<file path="src/rtl/vfw_pkg.sv">
package vfw_pkg;

    localparam int unsigned COARSE_W = 6;
    localparam int unsigned HUNIT_W  = 7;
    localparam int unsigned VDLY_W   = 6;
    localparam int unsigned VUNIT_W  = 8;

    typedef struct packed {
        logic [COARSE_W-1:0] coarse;
        logic                fine;
        logic [HUNIT_W-1:0]  units;
    } h_cfg_t;

    typedef struct packed {
        logic [VDLY_W-1:0]  delay;
        logic [VUNIT_W-1:0] units;
    } v_cfg_t;

    function automatic int unsigned h_first_pos(h_cfg_t c, int unsigned pd);
        return 32'(c.coarse) * 32'd4 + 32'(c.fine) + pd;
    endfunction

    function automatic int unsigned h_end_pos(h_cfg_t c, int unsigned pd);
        return h_first_pos(c, pd) + 32'(c.units) * 32'd8;
    endfunction

    function automatic int unsigned v_first_line(v_cfg_t c, int unsigned pd);
        return 32'(c.delay) + pd;
    endfunction

    function automatic int unsigned v_end_line(v_cfg_t c, int unsigned pd);
        return v_first_line(c, pd) + 32'(c.units) * 32'd2;
    endfunction

endpackage

</file>
<file path="src/rtl/vfw_sync_edge.sv">
module vfw_sync_edge #(
    parameter int unsigned STAGES = 2
) (
    input  logic clk,
    input  logic rst,
    input  logic raw,
    input  logic pol,
    input  logic en_n,
    output logic lead
);
    localparam int unsigned LAST = STAGES - 1;

    logic             act;
    logic [LAST:0]    lvl_q;
    logic [LAST:0]    dis_q;
    logic             prev_q;

    // Polarity is folded in ahead of the synchronizer so a polarity change
    // travels with the data and cannot fake an edge.
    assign act = ~(raw ^ pol);

    always_ff @(posedge clk) begin
        if (rst) begin
            lvl_q  <= '0;
            dis_q  <= '0;
            prev_q <= 1'b0;
        end else begin
            lvl_q  <= {lvl_q[LAST-1:0], act};
            dis_q  <= {dis_q[LAST-1:0], en_n};
            prev_q <= lvl_q[LAST];
        end
    end

    assign lead = lvl_q[LAST] & ~prev_q & ~dis_q[LAST];

    AST_EDGE_PULSE: assert property (@(posedge clk) disable iff (rst)
        lead |=> !lead) else $error("edge lasted more than one cycle");

endmodule

</file>
<file path="src/rtl/vfw_hcount.sv">
module vfw_hcount
    import vfw_pkg::*;
#(
    parameter int unsigned PD     = 2,
    parameter int unsigned CNT_W  = 12
) (
    input  logic   clk,
    input  logic   rst,
    input  logic   hs_lead,
    input  h_cfg_t cfg,
    output logic   h_win,
    output logic   h_first,
    output logic   odd_err
);
    localparam logic [CNT_W-1:0] CNT_MAX = '1;

    logic [CNT_W-1:0] pos_q;
    logic             seen_q;
    int unsigned      pos;
    int unsigned      first_pos;
    int unsigned      end_pos;

    always_ff @(posedge clk) begin
        if (rst) begin
            pos_q   <= '0;
            seen_q  <= 1'b0;
            odd_err <= 1'b0;
        end else if (hs_lead) begin
            // spacing = pos_q + 1 clocks; odd spacing means even pos_q
            if (seen_q && pos_q != CNT_MAX && !pos_q[0])
                odd_err <= 1'b1;
            pos_q  <= '0;
            seen_q <= 1'b1;
        end else if (pos_q != CNT_MAX) begin
            pos_q <= pos_q + 1'b1;
        end
    end

    assign pos       = 32'(pos_q);
    assign first_pos = h_first_pos(cfg, PD);
    assign end_pos   = h_end_pos(cfg, PD);

    assign h_win   = seen_q && (pos >= first_pos) && (pos < end_pos);
    assign h_first = seen_q && (cfg.units != '0) && (pos == first_pos);

    AST_ERR_STICKY: assert property (@(posedge clk) disable iff (rst)
        odd_err |=> odd_err) else $error("length error flag dropped");

endmodule

</file>
<file path="src/rtl/vfw_vcount.sv">
module vfw_vcount
    import vfw_pkg::*;
#(
    parameter int unsigned PD    = 2,
    parameter int unsigned CNT_W = 11
) (
    input  logic   clk,
    input  logic   rst,
    input  logic   vs_lead,
    input  logic   hs_lead,
    input  v_cfg_t cfg,
    output logic   v_win
);
    localparam logic [CNT_W-1:0] CNT_MAX = '1;

    logic [CNT_W-1:0] line_q;
    logic             seen_q;
    int unsigned      line_idx;

    always_ff @(posedge clk) begin
        if (rst) begin
            line_q <= '0;
            seen_q <= 1'b0;
        end else if (vs_lead) begin
            line_q <= '0;
            seen_q <= 1'b1;
        end else if (hs_lead && line_q != CNT_MAX) begin
            line_q <= line_q + 1'b1;
        end
    end

    assign line_idx = 32'(line_q);
    assign v_win = seen_q && (line_idx >= v_first_line(cfg, PD))
                          && (line_idx <  v_end_line(cfg, PD));

endmodule

</file>
<file path="src/rtl/vfw_frame_gen.sv">
module vfw_frame_gen
    import vfw_pkg::*;
#(
    parameter int unsigned PD          = 2,
    parameter int unsigned HCNT_W      = 12,
    parameter int unsigned VCNT_W      = 11,
    parameter int unsigned SYNC_STAGES = 2
) (
    input  logic                clk,
    input  logic                rst,
    input  logic                hsync_in,
    input  logic                vsync_in,
    input  logic                sync_en_n,
    input  logic                hsync_pol,
    input  logic                vsync_pol,
    input  logic [COARSE_W-1:0] h_coarse,
    input  logic                h_fine,
    input  logic [HUNIT_W-1:0]  h_units,
    input  logic [VDLY_W-1:0]   v_delay,
    input  logic [VUNIT_W-1:0]  v_units,
    output logic                h_active,
    output logic                v_active,
    output logic                data_valid,
    output logic                line_start,
    output logic                field_start,
    output logic                line_len_err
);
    logic   hs_lead, vs_lead;
    h_cfg_t h_cfg_q;
    v_cfg_t v_cfg_q;
    logic   h_win, h_first, v_win;
    logic   fs_d1;

    vfw_sync_edge #(.STAGES(SYNC_STAGES)) u_hsync (
        .clk(clk), .rst(rst), .raw(hsync_in), .pol(hsync_pol),
        .en_n(sync_en_n), .lead(hs_lead)
    );

    vfw_sync_edge #(.STAGES(SYNC_STAGES)) u_vsync (
        .clk(clk), .rst(rst), .raw(vsync_in), .pol(vsync_pol),
        .en_n(sync_en_n), .lead(vs_lead)
    );

    // Window setting is frozen per field.
    always_ff @(posedge clk) begin
        if (rst || vs_lead) begin
            h_cfg_q <= '{coarse: h_coarse, fine: h_fine, units: h_units};
            v_cfg_q <= '{delay: v_delay, units: v_units};
        end
    end

    vfw_hcount #(.PD(PD), .CNT_W(HCNT_W)) u_hcount (
        .clk(clk), .rst(rst), .hs_lead(hs_lead), .cfg(h_cfg_q),
        .h_win(h_win), .h_first(h_first), .odd_err(line_len_err)
    );

    vfw_vcount #(.PD(PD), .CNT_W(VCNT_W)) u_vcount (
        .clk(clk), .rst(rst), .vs_lead(vs_lead), .hs_lead(hs_lead),
        .cfg(v_cfg_q), .v_win(v_win)
    );

    always_ff @(posedge clk) begin
        if (rst) begin
            h_active    <= 1'b0;
            v_active    <= 1'b0;
            data_valid  <= 1'b0;
            line_start  <= 1'b0;
            fs_d1       <= 1'b0;
            field_start <= 1'b0;
        end else begin
            h_active    <= h_win;
            v_active    <= v_win;
            data_valid  <= h_win & v_win;
            line_start  <= h_first;
            fs_d1       <= vs_lead;
            field_start <= fs_d1;
        end
    end

    AST_DV_BOTH: assert property (@(posedge clk) disable iff (rst)
        data_valid |-> (h_active && v_active)) else $error("valid outside window");

    AST_LS_FIRST: assert property (@(posedge clk) disable iff (rst)
        line_start |-> (h_active && !$past(h_active))) else $error("line start misplaced");

    AST_FS_IDLE: assert property (@(posedge clk) disable iff (rst)
        field_start |-> !v_active) else $error("field start inside window");

endmodule

</file>
<file path="config.mk">
export PLATFORM = sky130hd
export DESIGN_NAME = vfw_frame_gen
export DESIGN_NICKNAME = d
export VERILOG_FILES = /design/src/rtl/vfw_pkg.sv /design/src/rtl/vfw_sync_edge.sv /design/src/rtl/vfw_hcount.sv /design/src/rtl/vfw_vcount.sv /design/src/rtl/vfw_frame_gen.sv
export SDC_FILE = /design/constraint.sdc
export NUM_CORES = 1
export LEC_CHECK = 0
export BUFFER_PORTS_ARGS = -buffer_cell sky130_fd_sc_hd__buf_2
export CORE_MARGIN = 5
export CORE_UTILIZATION = 40
export DETAILED_ROUTE_END_ITERATION = 8
export PLACE_DENSITY_LB_ADDON = 0.05
export REMOVE_ABC_BUFFERS = 1
export SYNTH_ARGS = -nofsm -noshare
export SYNTH_HDL_FRONTEND = slang
export SYNTH_SLANG_ARGS = --single-unit
</file>
<file path="constraint.sdc">
create_clock -name clk -period 6.9 [get_ports clk]
set_clock_uncertainty 0.15 [all_clocks]
set_input_delay 1.035 -clock clk [delete_from_list [all_inputs] [get_ports clk]]
set_output_delay 1.035 -clock clk [all_outputs]
set_load 0.05 [all_outputs]
</file>
== After elaboration in Yosys (flattened, before gate mapping) ==
Index checks and enable logic that the tools add are counted.
Word-level totals
  bits in registers: 70
  bits of input ports: 35
  logic and storage cells: 64
Operators by class
  $add $sub $neg: 7
  $lt $le $gt $ge: 4
  eq/ne operators: 3
  bitwise logic cells: 13
  reduce and logical (&&, ||, !) cells: 15
Operators with widths (count)
  $add 32x10->32: 1
  $add 32x2->32 const B: 1
  $add 32x9->32: 1
  $eq 12x32->1: 1
  $ge 11x32->1: 1
  $ge 12x32->1: 1
  $lt 11x32->1: 1
  $lt 12x32->1: 1
  $add 12x1->12 const B: 1
  $ne 12x12->1 const B: 1
  $add 11x1->11 const B: 1
  $ne 11x11->1 const B: 1
  $add 8x1->9: 1
  $logic_and 1x1->1: 9
  $add 6x2->7 const B: 1
  $reduce_bool 7->1: 1
  $not 1->1: 6
  $and 1x1->1: 5
  $reduce_or 2->1: 2
  $reduce_and 2->1: 1
  $xor 1x1->1: 2
  $logic_not 1->1: 1
  $logic_or 1x1->1: 1

== Logic depth before layout (Yosys ltp) ==
  depth in word-level cells: 6
  gate-level depth with buffers: 14

== Cells and area by module ==
A second synthesis with hierarchy kept.
Unflattened totals
  cells, all modules: 362
  area total of the unflattened synthesis: 3799.9 µm²
Modules (own cells, without submodules)
  vfw_hcount: times used 1, cells an instance 151, area an instance 1271.2 µm², seq. area each 280.3 µm²
  vfw_vcount: times used 1, cells an instance 146, area an instance 1217.4 µm², seq. area each 240.2 µm²
  vfw_frame_gen: times used 1, cells an instance 41, area an instance 1021.0 µm², seq. area each 960.9 µm²
  vfw_sync_edge: times used 2, cells an instance 12, area an instance 145.1 µm², seq. area each 100.1 µm²

== Worst setup path before layout ==
No wires, ideal clock.
  kind: register to register
  from: register v_cfg_q[9] (netlist bit)
  to: register data_valid
  library setup time: 0.080 ns
  arrival: 2.965 ns
  data required time: 6.670 ns
  setup slack: 3.705 ns
  stages on the path, launching flop included: 14
  path buffers: 0
  clock period less this slack: 3.195 ns
  path through: edfxtp_1 > ha_1 > fa_1 > nand3_1 > nand2_1 > a21oi_1 > o21ai_0 > xnor2_1 > ha_1 > and3_1 > a221oi_1 > nor2_1 > or3_1 > nor3b_1
On the way
  word-level cells in the longest chain between the ends: 5
  elaborated cells on any way between the ends: 7
  those cells by class: add/sub (2); order compare (2); bitwise (1); reduce/logical (2)
Ends and longest elaborated chain
  start, declared: line vfw_frame_gen.sv:30  | v_cfg_t v_cfg_q;
  start signal, assigned: line vfw_frame_gen.sv:48  | v_cfg_q <= '{delay: v_delay, units: v_units};
  $add 6x2->7 *: line vfw_pkg.sv:28  | return 32'(c.delay) + pd;
  $add 32x9->32 or $ge 11x32->1 (tied branches): line vfw_pkg.sv:32, vfw_vcount.sv:33
  $lt 11x32->1 or $logic_and 1x1->1 (tied branches): line vfw_vcount.sv:34, vfw_vcount.sv:33
  $logic_and 1x1->1 *: line vfw_vcount.sv:34  | && (line_idx < v_end_line(cfg, PD));
  $and 1x1->1 *: line vfw_frame_gen.sv:73  | data_valid <= h_win & v_win;
  end signal, assigned: line vfw_frame_gen.sv:73
  end, declared: line vfw_frame_gen.sv:23  | output logic data_valid,
Mark *: on every way between the ends. The rest lies on a longest branch, timed or not.
A chain may end at the register's enable or synchronous reset.

== Final worst setup path ==
Ends and elaborated chain as after synthesis.

==> summary.txt <==
Timing
  • Fin crit share: 49.8%
  • # setup viols final: 0
  • Highest Clock Rate: 291 MHz
  • Minimum clock period: 3.44 ns
  • Worst setup margin: 3.46 ns
  • Worst Hold Slack: 0.286 ns
  • Hold Vio Cnt, Final: 0
  • Final setup TNS: 0 ns
  • Slew margin rel.: 69.1%
  • Slew @ Worst Pin: 0.463 ns
  • RSZ-0062 raised after global routing: false
  • Slew Limit Fails: 0

CTS
  • Post-CTS Setup Repair Bufs: 0
  • Buffer levels on the longest clock path: 2
  • CTS tree: done
  • Clk root buf: clkbuf_8
  • Clk pin slew, worst setup/hold paths: 0.07 ns
  • TritonCTS Buffers: 9
  • Cells resized by post-CTS repair: 0
  • # hold bufs at CTS: 0
  • Clk Latency, worst-skew pair: 0.34 ns
  • Clk sinks: 68
  • CTS HTree Levels: 3

Global route
  • Initial antenna violation count: 0
  • Tot GR Track Use: 13.7%
  • Vias in the first global route: 2645
  • Global-route wire length before repair: 12200 um
  • Total grt overflow: 0
  • Largest net degree at the start of global routing: 38

Place
  • Gpl congestion: 0.779
  • Post-DP HPWL: 5500 um
  • Worst slack, placed: 3.49 ns
  • Port-buffer cells: 40

Route
  • DR WL/cell: 13.8 um
  • DR vias: 2626
  • ANT nets after route: 0
  • Vias per cell: 5.08
  • Pre-antenna DRT Iters: 4
  • DRC violations left: 0
  • Final WL: 7120 um
  • Detailed Route Iter0 Violations: 84

Final layout
  • Commonest non-fill, non-tap cell in the layout: ha_1
  • Nets: 484
  • Area grow syn2layout: 13.2%
  • Final Core Density: 45.7%
  • Layout cells sized above 1: 14.0%
  • Multi-input logic area: 1920 um^2
  • Fillers: 886
  • # diodes: 0
  • Reg area: 1640 um^2
  • Commonest cells after routing, fill and taps aside: 46 x ha_1, 40 x dfxtp_1, 40 x buf_2

Critical path
  • Worst setup path start: v_cfg_q[9]$_DFFE_PP_
  • Critical path data arrival time: 3.54 ns
  • Reg-to-Reg Start: v_cfg_q[9]$_DFFE_PP_
  • Crit path max fanout: 4
  • CP endpoint kind: register
  • WP data required: 7.00 ns
  • Startpoint Class: register
  • Crit Path Category: register to register

Min path
  • HP Start: u_hsync.lvl_q[0]$_SDFF_PP0_
  • Hold WC Path Type: register to register

Synth
  • Post-synth design cell area: 3680 um^2
  • Ys async rst share: 0%
  • Synth area leader: edfxtp_1
  • Sequential fraction of the synthesis area: 44.6%
  • Avg Cell Area, Syn: 10.5 um^2
  • Synth Instances: 352
  • EDFF count, synth: 28
  • Primary FF master, synth: dfxtp_1
  • Distinct cells, synth: 47
  • Synth area leaders: edfxtp_1 23%, dfxtp_1 22%, ha_1 16%
  • Yosys warning count: 0
  • Yosys reg bits: 68
  • Yosys top cell area share: 22.8%

Floorplan
  • Placeable Area: 9110 um^2
  • Rows: 35
  • Die Footprint: 11200 um^2
  • Die Y-Extent: 106 um
  • Die Width: 106 um
  • I/O pin count: 41
  • Starting Density: 40.4%

Power
  • Power per cell area: 202 nW/um^2
  • Maximum vdd drop: 0.0944 mV
  • Leakage power: 0.00184 uW

Outcome
  • Outcome: finished, final reports clean

Run
  • Number of maximum-capacitance violations: 0
## cell families after synthesis
| kind of cell | after synthesis | share of synthesized area (%) |
|---|---|---|
| buf+inv | 31 | 3.26 |
| mux | 2 | 0.544 |
| simple gates | 124 | 18.7 |
| fa+ha+maj | 48 | 16.7 |
| compound gates | 51 | 9.52 |
| flops | 68 | 44.6 |
| xor+xnor | 28 | 6.66 |
## cells in the mapped netlist, types with 6 or more instances
cell type  instances
a21o_1             6
a21oi_1           12
and3_1             7
dfxtp_1           40
edfxtp_1          28
ha_1              46
inv_1             28
nand2_1           14
nand3_1           13
nand4_1           12
nor2_1            33
nor2b_1           12
o21ai_0           11
xnor2_1           11
xor2_1            17
## metal layers
layer  vias to the layer above  GRT usage (%)  routed length, um
met4                         0           4.44                 78
met1                      1218           15.4               3070
met5                         -              0                  0
met3                         7           3.95                207
li1                       1375              -                  -
met2                        26           25.0               3760
## sequential cells by signal, indices dropped and copies added (netlist names), 2 cells and up
name             flops
u_hcount.pos_q      12
u_hsync.lvl_q        2
u_vsync.lvl_q        2
h_cfg_q             14
u_vcount.line_q     11
u_hsync.dis_q        2
v_cfg_q             14
## power breakdown
part / internal, uW / total [uW] / leakage (uW) / switching [uW]
clock network: 131 / 272 / 0.0000790 / 141
logic: 55.1 / 120 / 0.00116 / 64.5
registers: 438 / 449 / 0.000601 / 11.4
total: 624 / 841 / 0.00184 / 217
## worst max-delay path, cell delays in order (launching register included)
cell and delay, ns:
edfxtp_1 0.43, and3_1 0.23, xor2_1 0.22, ha_1 0.30, a21oi_1 0.15, nand2_1 0.10, a21oi_1 0.15, o21ai_0 0.13
xnor2_1 0.16, ha_1 0.29, and3_1 0.20, a221oi_1 0.29, nor2_1 0.05, or3_1 0.33, nor3b_1 0.17
## stage by stage
| step | instance area (um^2) | total power (uW) | instances |
|---|---|---|---|
| 5_1_grt | 4170 | 895 | 517 |
| 6_report | 4170 | 841 | 517 |
| 4_1_cts | 4170 | 857 | 517 |
| 2_1_floorplan | 3670 | 542 | 349 |
| 3_3_place_gp | 4010 | 577 | 501 |
| 3_5_place_dp | 4010 | 580 | 501 |
## area by class of cell
cell class                      count  share of cell area, %
Tap cell                          111                   3.33
Clock inverter                      2                  0.270
Sequential cell                    68                   39.4
Timing Repair Buffer               41                   4.98
Clock buffer                       14                   3.42
Inverter                           28                   2.52
Multi-Input combinational cell    253                   46.1
## final timing paths
path,end,cells past startpoint,slack [ns]
max,data_valid$_SDFF_PP0_,14,3.46
max reg2reg,data_valid$_SDFF_PP0_,14,3.46
min reg2reg,u_hsync.lvl_q[1]$_SDFF_PP0_,1,0.29
min,u_hsync.lvl_q[1]$_SDFF_PP0_,1,0.29
(Power assumes the default switching activity.)
